==> src/rtl/tgt_stop_pkg.sv <==
package tgt_stop_pkg;
  localparam int unsigned TERM_W = 2;

  typedef enum logic [1:0] {
    ST_IDLE  = 2'd0,
    ST_DATA  = 2'd1,
    ST_STOP1 = 2'd2,  // first clock with STOP# driven
    ST_STOPW = 2'd3   // STOP# held, waiting for FRAME# high
  } tgt_st_e;

  typedef enum logic [TERM_W-1:0] {
    TERM_NORMAL = 2'b00,
    TERM_RETRY  = 2'b01,
    TERM_DISC_A = 2'b10,
    TERM_DISC_B = 2'b11
  } term_e;
endpackage

==> src/rtl/tgt_stop_fsm.sv <==
module tgt_stop_fsm
  import tgt_stop_pkg::*;
(
  input  logic    clk_i,
  input  logic    rst_ni,
  input  logic    frame_n_i,
  input  logic    irdy_n_i,
  input  logic    claim_i,
  input  logic    stop_req_i,
  input  logic    xfer_i,
  output tgt_st_e state_o,
  output logic    start_o,
  output logic    done_o,
  output logic    devsel_o,
  output logic    stop_o
);
  tgt_st_e state_q, state_d;

  assign start_o = (state_q == ST_IDLE) && claim_i && !frame_n_i;

  always_comb begin
    unique case (state_q)
      ST_DATA:            done_o = frame_n_i && (xfer_i || irdy_n_i);
      ST_STOP1, ST_STOPW: done_o = frame_n_i;
      default:            done_o = 1'b0;
    endcase
  end

  always_comb begin
    state_d = state_q;
    unique case (state_q)
      ST_IDLE:  if (start_o) state_d = ST_DATA;
      ST_DATA:  if (done_o) state_d = ST_IDLE;
                else if (stop_req_i) state_d = ST_STOP1;
      ST_STOP1: state_d = done_o ? ST_IDLE : ST_STOPW;
      ST_STOPW: if (done_o) state_d = ST_IDLE;
      default:  state_d = ST_IDLE;
    endcase
  end

  always_ff @(posedge clk_i or negedge rst_ni) begin
    if (!rst_ni) state_q <= ST_IDLE;
    else         state_q <= state_d;
  end

  assign state_o  = state_q;
  assign devsel_o = (state_q != ST_IDLE);
  assign stop_o   = (state_q == ST_STOP1) || (state_q == ST_STOPW);
endmodule

==> src/rtl/tgt_trdy_ctl.sv <==
module tgt_trdy_ctl
  import tgt_stop_pkg::*;
(
  input  logic    clk_i,
  input  logic    rst_ni,
  input  tgt_st_e state_i,
  input  logic    start_i,
  input  logic    done_i,
  input  logic    irdy_n_i,
  input  logic    ready_i,
  output logic    trdy_o,
  output logic    xfer_o
);
  logic trdy_q, trdy_d;
  logic pend;

  assign xfer_o = trdy_q && !irdy_n_i && (state_i != ST_IDLE);
  // asserted TRDY# must be held until its word moves
  assign pend   = trdy_q && !xfer_o;

  always_comb begin
    trdy_d = 1'b0;
    unique case (state_i)
      ST_IDLE:            trdy_d = start_i && ready_i;
      ST_DATA:            trdy_d = !done_i && (pend || ready_i);
      ST_STOP1, ST_STOPW: trdy_d = !done_i && pend;  // never re-asserted
      default:            trdy_d = 1'b0;
    endcase
  end

  always_ff @(posedge clk_i or negedge rst_ni) begin
    if (!rst_ni) trdy_q <= 1'b0;
    else         trdy_q <= trdy_d;
  end

  assign trdy_o = trdy_q;
endmodule

==> src/rtl/tgt_term_report.sv <==
module tgt_term_report
  import tgt_stop_pkg::*;
(
  input  logic              clk_i,
  input  logic              rst_ni,
  input  tgt_st_e           state_i,
  input  logic              done_i,
  input  logic              trdy_i,
  input  logic              irdy_n_i,
  output logic              vld_o,
  output logic [TERM_W-1:0] code_o
);
  term_e first_code, lat_q, code_q;
  logic  vld_q;

  always_comb begin
    if (!trdy_i)        first_code = TERM_RETRY;
    else if (!irdy_n_i) first_code = TERM_DISC_B;
    else                first_code = TERM_DISC_A;
  end

  always_ff @(posedge clk_i or negedge rst_ni) begin
    if (!rst_ni) begin
      vld_q  <= 1'b0;
      lat_q  <= TERM_NORMAL;
      code_q <= TERM_NORMAL;
    end else begin
      vld_q <= done_i;
      if (state_i == ST_STOP1) lat_q <= first_code;
      if (done_i) begin
        unique case (state_i)
          ST_STOP1: code_q <= first_code;
          ST_STOPW: code_q <= lat_q;
          default:  code_q <= TERM_NORMAL;
        endcase
      end
    end
  end

  assign vld_o  = vld_q;
  assign code_o = code_q;
endmodule

==> src/rtl/tgt_stop_ctl.sv <==
module tgt_stop_ctl
  import tgt_stop_pkg::*;
(
  input  logic              clk_i,
  input  logic              rst_ni,
  input  logic              frame_n_i,
  input  logic              irdy_n_i,
  input  logic              claim_i,
  input  logic              stop_req_i,
  input  logic              ready_i,
  output logic              devsel_n_o,
  output logic              trdy_n_o,
  output logic              stop_n_o,
  output logic              xfer_o,
  output logic              term_vld_o,
  output logic [TERM_W-1:0] term_code_o
);
  tgt_st_e state;
  logic    start, done, devsel, stop, trdy, xfer;

  tgt_stop_fsm u_fsm (
    .clk_i      (clk_i),
    .rst_ni     (rst_ni),
    .frame_n_i  (frame_n_i),
    .irdy_n_i   (irdy_n_i),
    .claim_i    (claim_i),
    .stop_req_i (stop_req_i),
    .xfer_i     (xfer),
    .state_o    (state),
    .start_o    (start),
    .done_o     (done),
    .devsel_o   (devsel),
    .stop_o     (stop)
  );

  tgt_trdy_ctl u_trdy (
    .clk_i    (clk_i),
    .rst_ni   (rst_ni),
    .state_i  (state),
    .start_i  (start),
    .done_i   (done),
    .irdy_n_i (irdy_n_i),
    .ready_i  (ready_i),
    .trdy_o   (trdy),
    .xfer_o   (xfer)
  );

  tgt_term_report u_rep (
    .clk_i    (clk_i),
    .rst_ni   (rst_ni),
    .state_i  (state),
    .done_i   (done),
    .trdy_i   (trdy),
    .irdy_n_i (irdy_n_i),
    .vld_o    (term_vld_o),
    .code_o   (term_code_o)
  );

  assign devsel_n_o = !devsel;
  assign trdy_n_o   = !trdy;
  assign stop_n_o   = !stop;
  assign xfer_o     = xfer;
endmodule

==> config.mk <==
export PLATFORM = sky130hd
export DESIGN_NAME = tgt_stop_ctl
export DESIGN_NICKNAME = d
export VERILOG_FILES = /design/src/rtl/tgt_stop_pkg.sv /design/src/rtl/tgt_stop_fsm.sv /design/src/rtl/tgt_trdy_ctl.sv /design/src/rtl/tgt_term_report.sv /design/src/rtl/tgt_stop_ctl.sv
export SDC_FILE = /design/constraint.sdc
export NUM_CORES = 1
export LEC_CHECK = 0
export CORE_AREA = 2 2 39 41
export DETAILED_ROUTE_END_ITERATION = 8
export DIE_AREA = 0 0 41 43
export GPL_TIMING_DRIVEN = 0
export HOLD_SLACK_MARGIN = 0.15
export MAX_ROUTING_LAYER = met4
export PLACE_DENSITY = 0.58
export SLEW_MARGIN = 10
export SYNTH_ARGS = -nofsm -noshare
export SYNTH_HDL_FRONTEND = slang
export SYNTH_HIERARCHICAL = 1
export SYNTH_SLANG_ARGS = --single-unit
==> constraint.sdc <==
create_clock -name clk_i -period 3.1 [get_ports clk_i]
set_input_delay 0.62 -clock clk_i [delete_from_list [all_inputs] [get_ports clk_i]]
set_output_delay 0.62 -clock clk_i [all_outputs]
set_load 0.03 [all_outputs]
==> flow_metrics.tcl <==
set metrics [dict create \
    outcome "complete, no violations" \
    worstSkewPairLatency_ps 250 \
    slew_violations 0 \
    critical_path_class "input port to primary output" \
    syn-cell-area_um2 427 \
    crit_path_frequent_cell "clkdlybuf4s50_1" \
    root_buffer "clkbuf_4" \
    dp_hpwl_um 616 \
    ant_nets 0 \
    tightest_slew_ps 355 \
    irDropWorstVdd_mv 0.330 \
    sw_frac_of_total 0.383 \
    p_switching_uw 179 \
    die_w_um 41 \
    wl_um 839 \
    syn_nets 48 \
    numPortBuffers 13 \
    most-common-layout-cells "clkdlybuf4s50_1 (13), dfrtp_1 (8), inv_1 (6)" \
    grt_pass1_wl_mm 1.55 \
    post_cts_resized 0 \
    synth.largest_area_cell "dfrtp_1" \
    cts_tree "yes" \
    cts_sinks 8 \
    vias 357 \
    grt_pass1_vias 360 \
    clk_pin_slew_ps 50 \
    die_area_um2 1760 \
    vias_per_cell 4.89 \
    syn2layout_area_growth_pct 40.5 \
    core_um2 1380 \
    critical-path-top-delay-family "buffers and inverters" \
    diodes 0 \
    post_cts_buffers 0 \
    setup_violations 0 \
    grt_max_degree 13 \
    drtPass1Iterations 2 \
    rsz0062_at_grt "false" \
    r2r_cells 6 \
    synth_seq_cells 8 \
    p_leak_nw 0.246 \
    wire_per_inst_um 11.5 \
    antenna_found_initial 0 \
    max-cap-violations 0 \
    yosysUniqueCellTypes 21 \
    fillers 159 \
    worstPathCellList "clkdlybuf4s50_1, nor3b_1, clkdlybuf4s50_1" \
    pwr-share-comb 0.458 \
    drive_gt1_frac 0.123 \
    critPathCaptureType "primary output" \
    hold-path-cell-count 1 \
    cpMaxStageDelayCell "clkdlybuf4s50_1" \
    initial_core_util 0.308 \
    clockPowerShare 0.164 \
    fmax_mhz 365 \
    required_ps 2480 \
    seqPwrFrac 0.378 \
    finClkSkew_ps 3.10 \
    hp-class "flip-flop to flip-flop" \
    max_stage_delay_ps 730 \
    cp-start-kind "input port" \
    synth_area_leaders "dfrtp_1 (47%), o32ai_2 (7.6%), inv_1 (5.3%)" \
    rows 14 \
    arrival_ps 2120 \
    layout_commonest_cell "clkdlybuf4s50_1" \
    synth_cells 41 \
    power.internal_uw 289 \
    cts_buffers 3 \
    layout_min_cycle_time_ps 2740 \
    grt.overflow.total 0 \
    max-slew-margin-rel 0.763 \
    drc 0 \
    critPathBufInv 2 \
    path_max_fanout 5 \
    postSynthAreaPerCell_um2 10.4 \
    synth_top_area_frac 0.469 \
    fin_area_um2 599 \
    cts_hold_repair.buffers 0 \
    synth-seq-area-share 0.469 \
    cts_buffer_depth 2 \
    ios 14 \
    placedInstanceArea_um2 577 \
    hold_viol 0 \
    grt_usage 0.138 \
    tns_ps 0 \
    nNetsFinal 66 \
    yosysWarnings 6 \
    post-route-period-util 0.884 \
    cts_max_level 1 \
    dieHeight_um 43 \
    drt_iter0_markers 2 \
    power.density_nw_per_um2 781 \
    cp_num_cells 3 \
    place.gp.congestion 0.656 \
]
-- logic make-up after synthesis --
kind of cell           count (synthesis)  share of synthesized area
DFF                                    8                      0.469
and+or+nand+nor                       15                      0.220
muxes                                  3                     0.0762
buffers and inverters                  7                     0.0616
AOI/OAI and AO/OA                      8                      0.173
-- final cells by class --
type / count / area, um^2 / area share
clock buffers: 3 / 22.5 / 0.0376
plain buffers: 1 / 3.75 / 0.00626
inverters: 6 / 22.5 / 0.0376
flip-flops and latches: 8 / 200 / 0.334
multi-input cells: 26 / 200 / 0.334
repair buffers: 13 / 130 / 0.217
well taps: 16 / 20.0 / 0.0334
-- worst paths after layout --
| kind | startpoint | end | slack [ps] |
|---|---|---|---|
| min in group asynchronous | rst_ni | u_rep/code_o[1] | 650 |
| setup reg to reg | u_fsm/state_o[0] | u_rep/code_o[0] | 1340 |
| max in group asynchronous | rst_ni | u_trdy/trdy_o | 2190 |
| hold reg to reg | u_rep/lat_q[1] | u_rep/lat_q[1] | 510 |
| hold / removal | u_rep/lat_q[1] | u_rep/lat_q[1] | 510 |
| setup / recovery | irdy_n_i | xfer_o | 360 |
-- sequential cells by signal, indices dropped and copies added (netlist names) --
signal	cells
u_fsm/state_o	2
u_rep/lat_q	2
u_trdy/trdy_o	1
u_rep/code_o	2
u_rep/vld_o	1
-- metrics by stage --
step	hold slack (ps)	setup WS, ps	utilization	std cells	power [mW]
after global placement	495	323	0.417	70	0.395
final	509	359	0.433	73	0.468
after global routing	534	229	0.433	73	0.508
after CTS	509	333	0.433	73	0.477
after floorplan	324	866	-	41	0.311
after detailed placement	496	353	0.417	70	0.396
-- Yosys cell counts, drive strengths merged --
cell	instances
o32ai	2
nand2b	1
mux2	2
and2	1
o31a	1
a21oi	2
nand4bb	1
clkbuf	1
or3b	1
and3b	1
o22ai	1
o21bai	1
or2	1
nor3b	2
nor2b	2
inv	6
nor2	2
dfrtp	8
a32oi	1
mux2i	1
nand2	3
-- layer usage --
metal  up-vias  wire [um]  GRT usage
li1        175          -          -
met1       168        366      0.160
met2        12        413      0.197
met3         2         40     0.0157
met4         0         19      0.120
met5         -          0          -
-- power by group through the flow --
| stage | registers, mW | clock network [mW] | logic [mW] |
|---|---|---|---|
| final | 0.177 | 0.0766 | 0.214 |
| after global routing | 0.185 | 0.0888 | 0.234 |
| after CTS | 0.179 | 0.0818 | 0.216 |
| after detailed placement | 0.181 | 0 | 0.215 |
| after global placement | 0.180 | 0 | 0.215 |
| after floorplan | 0.192 | 0 | 0.119 |
No activity file was read; power rests on OpenSTA's default activity.
